**src/rtl/temp_conv_pkg.sv**
```systemverilog
package temp_conv_pkg;

    localparam int CODE_W      = 12;
    localparam int BURST       = 8;
    localparam int DIV_W       = 32;
    localparam int SCALE       = 1000000;
    localparam int CURV_PPM    = 13;
    localparam int SPAN_MC     = 165000;
    localparam int OFFSET_MC   = 40000;
    localparam int GRAN_MC     = 500;
    localparam int DEF_HI      = 3148;
    localparam int DEF_LO      = 503;
    localparam int TRIM_VLD    = 31;

    localparam int CNT_W = $clog2(BURST);
    localparam int SUM_W = CODE_W + CNT_W;

    typedef enum logic [2:0] {
        ST_COLLECT,
        ST_CORR_GO,
        ST_CORR_WAIT,
        ST_CAL_GO,
        ST_CAL_WAIT,
        ST_SCALE,
        ST_ROUND
    } conv_state_e;

    typedef struct packed {
        logic [CODE_W-1:0] hi;
        logic [CODE_W-1:0] lo;
        logic              bad;
    } cal_pair_t;

    function automatic logic [CODE_W-1:0] trim_pick(input logic [31:0] word,
                                                    input int dflt);
        if (word[TRIM_VLD])
            return word[CODE_W-1:0];
        else
            return CODE_W'(dflt);
    endfunction

    function automatic cal_pair_t cal_build(input logic [31:0] hi_word,
                                            input logic [31:0] lo_word);
        cal_pair_t c;
        c.hi  = trim_pick(hi_word, DEF_HI);
        c.lo  = trim_pick(lo_word, DEF_LO);
        c.bad = (c.hi <= c.lo);
        return c;
    endfunction

endpackage

```
**src/rtl/temp_accum.sv**
```systemverilog
module temp_accum
    import temp_conv_pkg::*;
(
    input  logic              clk,
    input  logic              rst,
    input  logic              take_i,
    input  logic [CODE_W-1:0] code_i,
    output logic              full_o,
    output logic [CODE_W-1:0] avg_o
);

    logic [CNT_W-1:0] cnt_q;
    logic [SUM_W-1:0] acc_q;
    logic [SUM_W-1:0] hold_q;
    logic [SUM_W-1:0] acc_next;

    assign acc_next = acc_q + SUM_W'(code_i);
    assign full_o   = take_i && (cnt_q == CNT_W'(BURST - 1));
    assign avg_o    = hold_q[SUM_W-1:CNT_W];

    always_ff @(posedge clk) begin
        if (rst) begin
            cnt_q  <= '0;
            acc_q  <= '0;
            hold_q <= '0;
        end else if (take_i) begin
            if (full_o) begin
                cnt_q  <= '0;
                acc_q  <= '0;
                hold_q <= acc_next;
            end else begin
                cnt_q <= cnt_q + 1'b1;
                acc_q <= acc_next;
            end
        end
    end


    cnt_wrap_chk: assert property (@(posedge clk) disable iff (rst)
        full_o |=> (cnt_q == '0 && acc_q == '0));

endmodule

```
**src/rtl/temp_divider.sv**
```systemverilog
module temp_divider
    import temp_conv_pkg::*;
(
    input  logic             clk,
    input  logic             rst,
    input  logic             start_i,
    input  logic [DIV_W-1:0] dividend_i,
    input  logic [DIV_W-1:0] divisor_i,
    output logic             busy_o,
    output logic             done_o,
    output logic [DIV_W-1:0] quot_o
);

    localparam int STEP_W = $clog2(DIV_W + 1);

    logic [DIV_W:0]    rem_q;
    logic [DIV_W-1:0]  quo_q;
    logic [DIV_W-1:0]  den_q;
    logic [STEP_W-1:0] step_q;
    logic [DIV_W:0]    rem_sh;
    logic              fits;

    assign rem_sh = {rem_q[DIV_W-1:0], quo_q[DIV_W-1]};
    assign fits   = (rem_sh >= {1'b0, den_q});
    assign quot_o = quo_q;

    always_ff @(posedge clk) begin
        if (rst) begin
            rem_q  <= '0;
            quo_q  <= '0;
            den_q  <= '0;
            step_q <= '0;
            busy_o <= 1'b0;
            done_o <= 1'b0;
        end else begin
            done_o <= 1'b0;
            if (start_i && !busy_o) begin
                rem_q  <= '0;
                quo_q  <= dividend_i;
                den_q  <= divisor_i;
                step_q <= STEP_W'(DIV_W);
                busy_o <= 1'b1;
            end else if (busy_o) begin
                rem_q  <= fits ? (rem_sh - {1'b0, den_q}) : rem_sh;
                quo_q  <= {quo_q[DIV_W-2:0], fits};
                step_q <= step_q - 1'b1;
                if (step_q == STEP_W'(1)) begin
                    busy_o <= 1'b0;
                    done_o <= 1'b1;
                end
            end
        end
    end


    start_idle_chk: assert property (@(posedge clk) disable iff (rst)
        start_i |-> !busy_o);


    done_once_chk: assert property (@(posedge clk) disable iff (rst)
        done_o |=> !done_o);

endmodule

```
**src/rtl/temp_conv.sv**
```systemverilog
module temp_conv
    import temp_conv_pkg::*;
(
    input  logic                     clk,
    input  logic                     rst,
    input  logic                     code_valid_i,
    output logic                     code_ready_o,
    input  logic [CODE_W-1:0]        code_i,
    input  logic [31:0]              trim_hi_i,
    input  logic [31:0]              trim_lo_i,
    output logic signed [31:0]       temp_mc_o,
    output logic                     temp_done_o,
    output logic                     cal_err_o
);

    conv_state_e       state_q;
    cal_pair_t         cal_q;
    logic [CODE_W-1:0] corr_q;
    logic [DIV_W-1:0]  slope_q;
    logic signed [31:0] raw_q;

    logic              take;
    logic              burst_full;
    logic [CODE_W-1:0] avg;

    logic              div_start;
    logic [DIV_W-1:0]  div_num;
    logic [DIV_W-1:0]  div_den;
    logic              div_busy;
    logic              div_done;
    logic [DIV_W-1:0]  div_quot;

    logic signed [31:0] delta;
    logic signed [31:0] rem_c;
    logic signed [31:0] rounded;

    assign code_ready_o = (state_q == ST_COLLECT);
    assign take         = code_valid_i && code_ready_o;

    temp_accum u_accum (
        .clk    (clk),
        .rst    (rst),
        .take_i (take),
        .code_i (code_i),
        .full_o (burst_full),
        .avg_o  (avg)
    );

    always_comb begin
        div_start = 1'b0;
        div_num   = DIV_W'(SPAN_MC);
        div_den   = DIV_W'(cal_q.hi - cal_q.lo);
        if (state_q == ST_CORR_GO) begin
            div_start = 1'b1;
            div_num   = DIV_W'(avg) * DIV_W'(SCALE);
            div_den   = DIV_W'(SCALE) + DIV_W'(avg) * DIV_W'(CURV_PPM);
        end else if (state_q == ST_CAL_GO) begin
            div_start = 1'b1;
        end
    end

    temp_divider u_div (
        .clk        (clk),
        .rst        (rst),
        .start_i    (div_start),
        .dividend_i (div_num),
        .divisor_i  (div_den),
        .busy_o     (div_busy),
        .done_o     (div_done),
        .quot_o     (div_quot)
    );

    assign delta   = $signed(32'(corr_q)) - $signed(32'(cal_q.lo));
    assign rem_c   = raw_q % GRAN_MC;
    assign rounded = (rem_c > 0) ? (raw_q + GRAN_MC - rem_c) : (raw_q - rem_c);

    always_ff @(posedge clk) begin
        if (rst) begin
            state_q     <= ST_COLLECT;
            cal_q       <= '0;
            corr_q      <= '0;
            slope_q     <= '0;
            raw_q       <= '0;
            temp_mc_o   <= '0;
            temp_done_o <= 1'b0;
            cal_err_o   <= 1'b0;
        end else begin
            temp_done_o <= 1'b0;
            unique case (state_q)
                ST_COLLECT: begin
                    if (burst_full) begin
                        cal_q   <= cal_build(trim_hi_i, trim_lo_i);
                        state_q <= ST_CORR_GO;
                    end
                end
                ST_CORR_GO:   state_q <= ST_CORR_WAIT;
                ST_CORR_WAIT: begin
                    if (div_done) begin
                        corr_q  <= div_quot[CODE_W-1:0];
                        state_q <= ST_CAL_GO;
                    end
                end
                ST_CAL_GO:    state_q <= ST_CAL_WAIT;
                ST_CAL_WAIT: begin
                    if (div_done) begin
                        slope_q <= div_quot;
                        state_q <= ST_SCALE;
                    end
                end
                ST_SCALE: begin
                    raw_q   <= delta * $signed(slope_q) - OFFSET_MC;
                    state_q <= ST_ROUND;
                end
                ST_ROUND: begin
                    temp_mc_o   <= cal_q.bad ? 32'sd0 : rounded;
                    cal_err_o   <= cal_q.bad;
                    temp_done_o <= 1'b1;
                    state_q     <= ST_COLLECT;
                end
                default: state_q <= ST_COLLECT;
            endcase
        end
    end


    ready_drop_chk: assert property (@(posedge clk) disable iff (rst)
        burst_full |=> !code_ready_o);


    grid_chk: assert property (@(posedge clk) disable iff (rst)
        (temp_mc_o % GRAN_MC) == 0);


    err_zero_chk: assert property (@(posedge clk) disable iff (rst)
        cal_err_o |-> (temp_mc_o == 0));


    done_pulse_chk: assert property (@(posedge clk) disable iff (rst)
        temp_done_o |=> !temp_done_o);


    result_hold_chk: assert property (@(posedge clk) disable iff (rst)
        !temp_done_o |-> ($stable(temp_mc_o) && $stable(cal_err_o)));

endmodule

```
**config.mk**
```make
export PLATFORM = sky130hd
export DESIGN_NAME = temp_conv
export DESIGN_NICKNAME = d
export VERILOG_FILES = /design/src/rtl/temp_conv_pkg.sv /design/src/rtl/temp_accum.sv /design/src/rtl/temp_divider.sv /design/src/rtl/temp_conv.sv
export SDC_FILE = /design/constraint.sdc
export NUM_CORES = 2
export LEC_CHECK = 0
export BUFFER_PORTS_ARGS = -buffer_cell sky130_fd_sc_hd__buf_2
export CORE_MARGIN = 2
export CORE_UTILIZATION = 65
export CTS_CLUSTER_DIAMETER = 40
export DETAILED_ROUTE_END_ITERATION = 10
export PLACE_DENSITY_LB_ADDON = 0.12
export SETUP_SLACK_MARGIN = 0.2
export SLEW_MARGIN = 20
export SYNTH_ARGS = -nofsm -noshare
export SYNTH_HDL_FRONTEND = slang
export SYNTH_SLANG_ARGS = --single-unit
```
**constraint.sdc**
```tcl
create_clock -name clk -period 25.9 [get_ports clk]
set_clock_uncertainty 0.1 [all_clocks]
set_input_delay 2.59 -clock clk [delete_from_list [all_inputs] [get_ports clk]]
set_output_delay 2.59 -clock clk [all_outputs]
set_load 0.01 [all_outputs]
```
==> summary.txt <==
Route
  – Final wirelength: 96.2 mm
  – DR vias: 33500
  – Pre-antenna DRT Iters: 5
  – ANT nets after route: 0
  – Via-per-instance ratio: 6.12
  – WL/cell: 17.6 um
  – Starting DRT DRC Count: 1764
  – DRC Markers: 0

Floorplan
  – DIE WIDTH: 245 um
  – Num ports: 114
  – Die height: 245 um
  – Placeable Area: 57500 um^2
  – Initial Utilization: 65.5%
  – Die area: 59900 um^2
  – Rows: 88

STA
  – Slew Limit Fails: 0
  – RSZ-0062 raised after global routing: false
  – Tcrit/Tclk final: 94.2%
  – Hold Vio Cnt, Final: 0
  – Pin slew with the least headroom to its limit: 1.07 ns
  – Slew Limit Headroom: 28.6%
  – Min Tclk post-route: 24.39 ns
  – Setup violators final: 0
  – FMAX: 41.0 MHz
  – Setup TNS: 0 ns

Global routing
  – GRT Overall Usage: 32.0%
  – Vias in the first global route: 33200
  – Initial antenna violation count: 1
  – Grt ovf: 0
  – Largest net degree at the start of global routing: 82
  – First-pass GRT wire length: 160 mm

Place
  – Cell Area, Placed: 38800 um^2
  – Placer congestion estimate: 0.941
  – IO Port Bufs: 74
  – Post-DP HPWL: 73.5 mm
  – Placed Cells incl. Taps: 5398

Logic synthesis
  – Number of synthesized flops with an enable pin: 0
  – FF+latch count, synth: 261
  – Avg Inst Size Synth: 8.00 um^2
  – Ys async rst share: 0%
  – Synth Net Count: 5422
  – Seq/Total Area, Yosys: 13.9%
  – Netlist cell types: 125
  – Cells after synthesis: 4708
  – Synth Warn #: 0
  – Netlist Area Pre-Place: 37700 um^2
  – Synth Flop Type: dfxtp_1

Clock tree
  – Sink Count: 261
  – Num CTS Buffers: 41
  – Worst-path clk slew: 0.06 ns
  – CTS HTree Levels: 2
  – Worst-case clock buffer depth: 3
  – CTS tree: built
  – Clock latency at the later pin of the worst-skew pair: 0.58 ns
  – Hold_buf cts: 0
  – Root buffer cell: clkbuf_16

Critical path
  – Setup CP Type: reg -> reg
  – CP arrival: 24.74 ns
  – Max incr delay on CP: 0.65 ns
  – R2R depth: 92
  – CP endpoint kind: flip-flop
  – Critical Path RT: 26.25 ns
  – Worst setup SP type: flip-flop
  – Max FO, Critical Path: 13
  – Critical-path top delay cell: or4_4

Run
  – Total of max-cap violations: 0

Finish
  – Non-Filler Instances: 5477
  – NumNets Final: 5395
  – Layout Utilization: 70.6%
  – Area delta synth->final: 7.76%
  – Design area: 40600 um^2
  – Fraction of layout cells with a size suffix above 1: 8.62%
  – Most common cell after layout, fill and taps aside: nand2_1
  – Leading cell types in the layout, fill and taps excluded: nand2_1, inv_1, a21oi_1
  – Antenna diode count: 0

Worst hold path
  – WHS Path Cells: 2
  – HP Class: reg -> reg

Power and ir drop
  – Lkg Pwr: 17.5 nW
  – Total power divided by cell area: 25.0 nW/um^2
  – Worst IR drop on VDD: 0.0000637 V
  – Overall Power: 1.01 mW

Run status
  – Run status: completed
==> where the power goes <==
part / internal, mW / switching (mW)
logic: 0.0183 / 0.0274
registers: 0.404 / 0.00171
clock network: 0.338 / 0.224
total: 0.761 / 0.253
==> final cells by class <==
type,instances,area (um^2)
Inverter,456,1710
Clock buffer,50,1120
Clock inverter,24,298
Fill cell,4776,16900
Sequential cell,261,5230
Multi-Input combinational cell,3755,30200
Timing Repair Buffer,166,1070
Tap cell,765,957
==> critical path: cells and delay by family, from the launching register on <==
family                     cells  cell delay [ns]
xor gates and xnor gates       2             0.39
AOI/OAI and AO/OA             40            10.02
muxes                          4             1.38
adders and majority gates      5             1.33
buffers and inverters          6             0.79
DFF                            1             0.47
and+or+nand+nor               35             9.77
==> Yosys cell counts, types with 20 or more instances <==
master	count	share of area, %
nand2_1	574	5.7
inv_1	455	4.5
a21oi_1	340	4.5
ha_1	319	11
nor2_1	317	3.2
fa_1	316	17
dfxtp_1	261	14
xnor2_1	213	5.0
clkbuf_1	192	1.9
and2_1	156	2.6
a21o_1	136	2.7
xor2_1	121	2.8
o21ai_0	115	1.5
nor3_1	90	1.2
a211oi_1	82	1.6
mux2i_1	72	1.9
nand3_1	70	0.93
o21bai_1	61	1.2
nand2b_1	59	0.98
nor2b_1	57	0.95
a22oi_1	45	0.90
a31oi_1	40	0.66
o21ai_1	36	0.48
nand4_1	30	0.50
o31ai_1	27	0.54
buf_2	24	0.32
o21a_1	23	0.46
or3_1	23	0.38
o211ai_1	22	0.44
nor4_1	20	0.33
==> through the flow <==
step,hold WS [ns],setup WS [ns]
2_1_floorplan,0.326,3.08
3_3_place_gp,0.332,0.910
3_5_place_dp,0.344,0.689
4_1_cts,0.356,0.589
5_1_grt,0.359,0.153
6_report,0.353,1.51
==> layer usage <==
metal	track usage [%]	wire (um)	vias to the layer above	share of wire [%]
met5	0	14	-	0.015
met1	39.7	39500	16200	41
met3	4.18	5590	213	5.8
met4	10.7	3110	2	3.2
met2	57.2	48000	979	50
li1	-	-	16200	-
==> flip-flops by register name, indices dropped and copies added (netlist names) <==
signal,cells
slope_q,32
u_accum.cnt_q,3
cal_q,25
corr_q,12
u_div.busy_o,1
u_div.den_q,22
u_div.rem_q,32
u_accum.hold_q,12
u_div.done_o,1
temp_mc_o,31
raw_q,32
u_div.quot_o,32
u_div.step_q,6
u_accum.acc_q,15
state_q,3
temp_done_o,1
cal_err_o,1
==> worst paths after layout <==
| check | end | slack [ns] | from |
|---|---|---|---|
| worst max-delay path | temp_mc_o[29]$_SDFFE_PP0P_ | 1.51 | raw_q[4]$_SDFFE_PP0N_ |
| worst min register to register | corr_q[0]$_SDFFE_PP0P_ | 0.35 | corr_q[0]$_SDFFE_PP0P_ |
| worst max register to register | temp_mc_o[29]$_SDFFE_PP0P_ | 1.51 | raw_q[4]$_SDFFE_PP0N_ |
| worst min-delay path | corr_q[0]$_SDFFE_PP0P_ | 0.35 | corr_q[0]$_SDFFE_PP0P_ |
==> what timing repair did <==
| item | CTS | global route |
|---|---|---|
| gates resized for setup | 0 | 67 |
| setup buffers | 0 | 5 |
| endpoints found under the setup margin | 0 | 18 |
==> logic make-up after synthesis <==
group	share of synthesized area (%)
XOR/XNOR	7.94
other	0.00996
buffers and inverters	7.12
adder cells (fa/ha/maj)	27.9
AO/OA/AOI/OAI	21.4
flip-flops	13.9
multiplexers	2.61
AND/OR/NAND/NOR	19.2
Note: power is estimated with default switching activity, not from simulation.
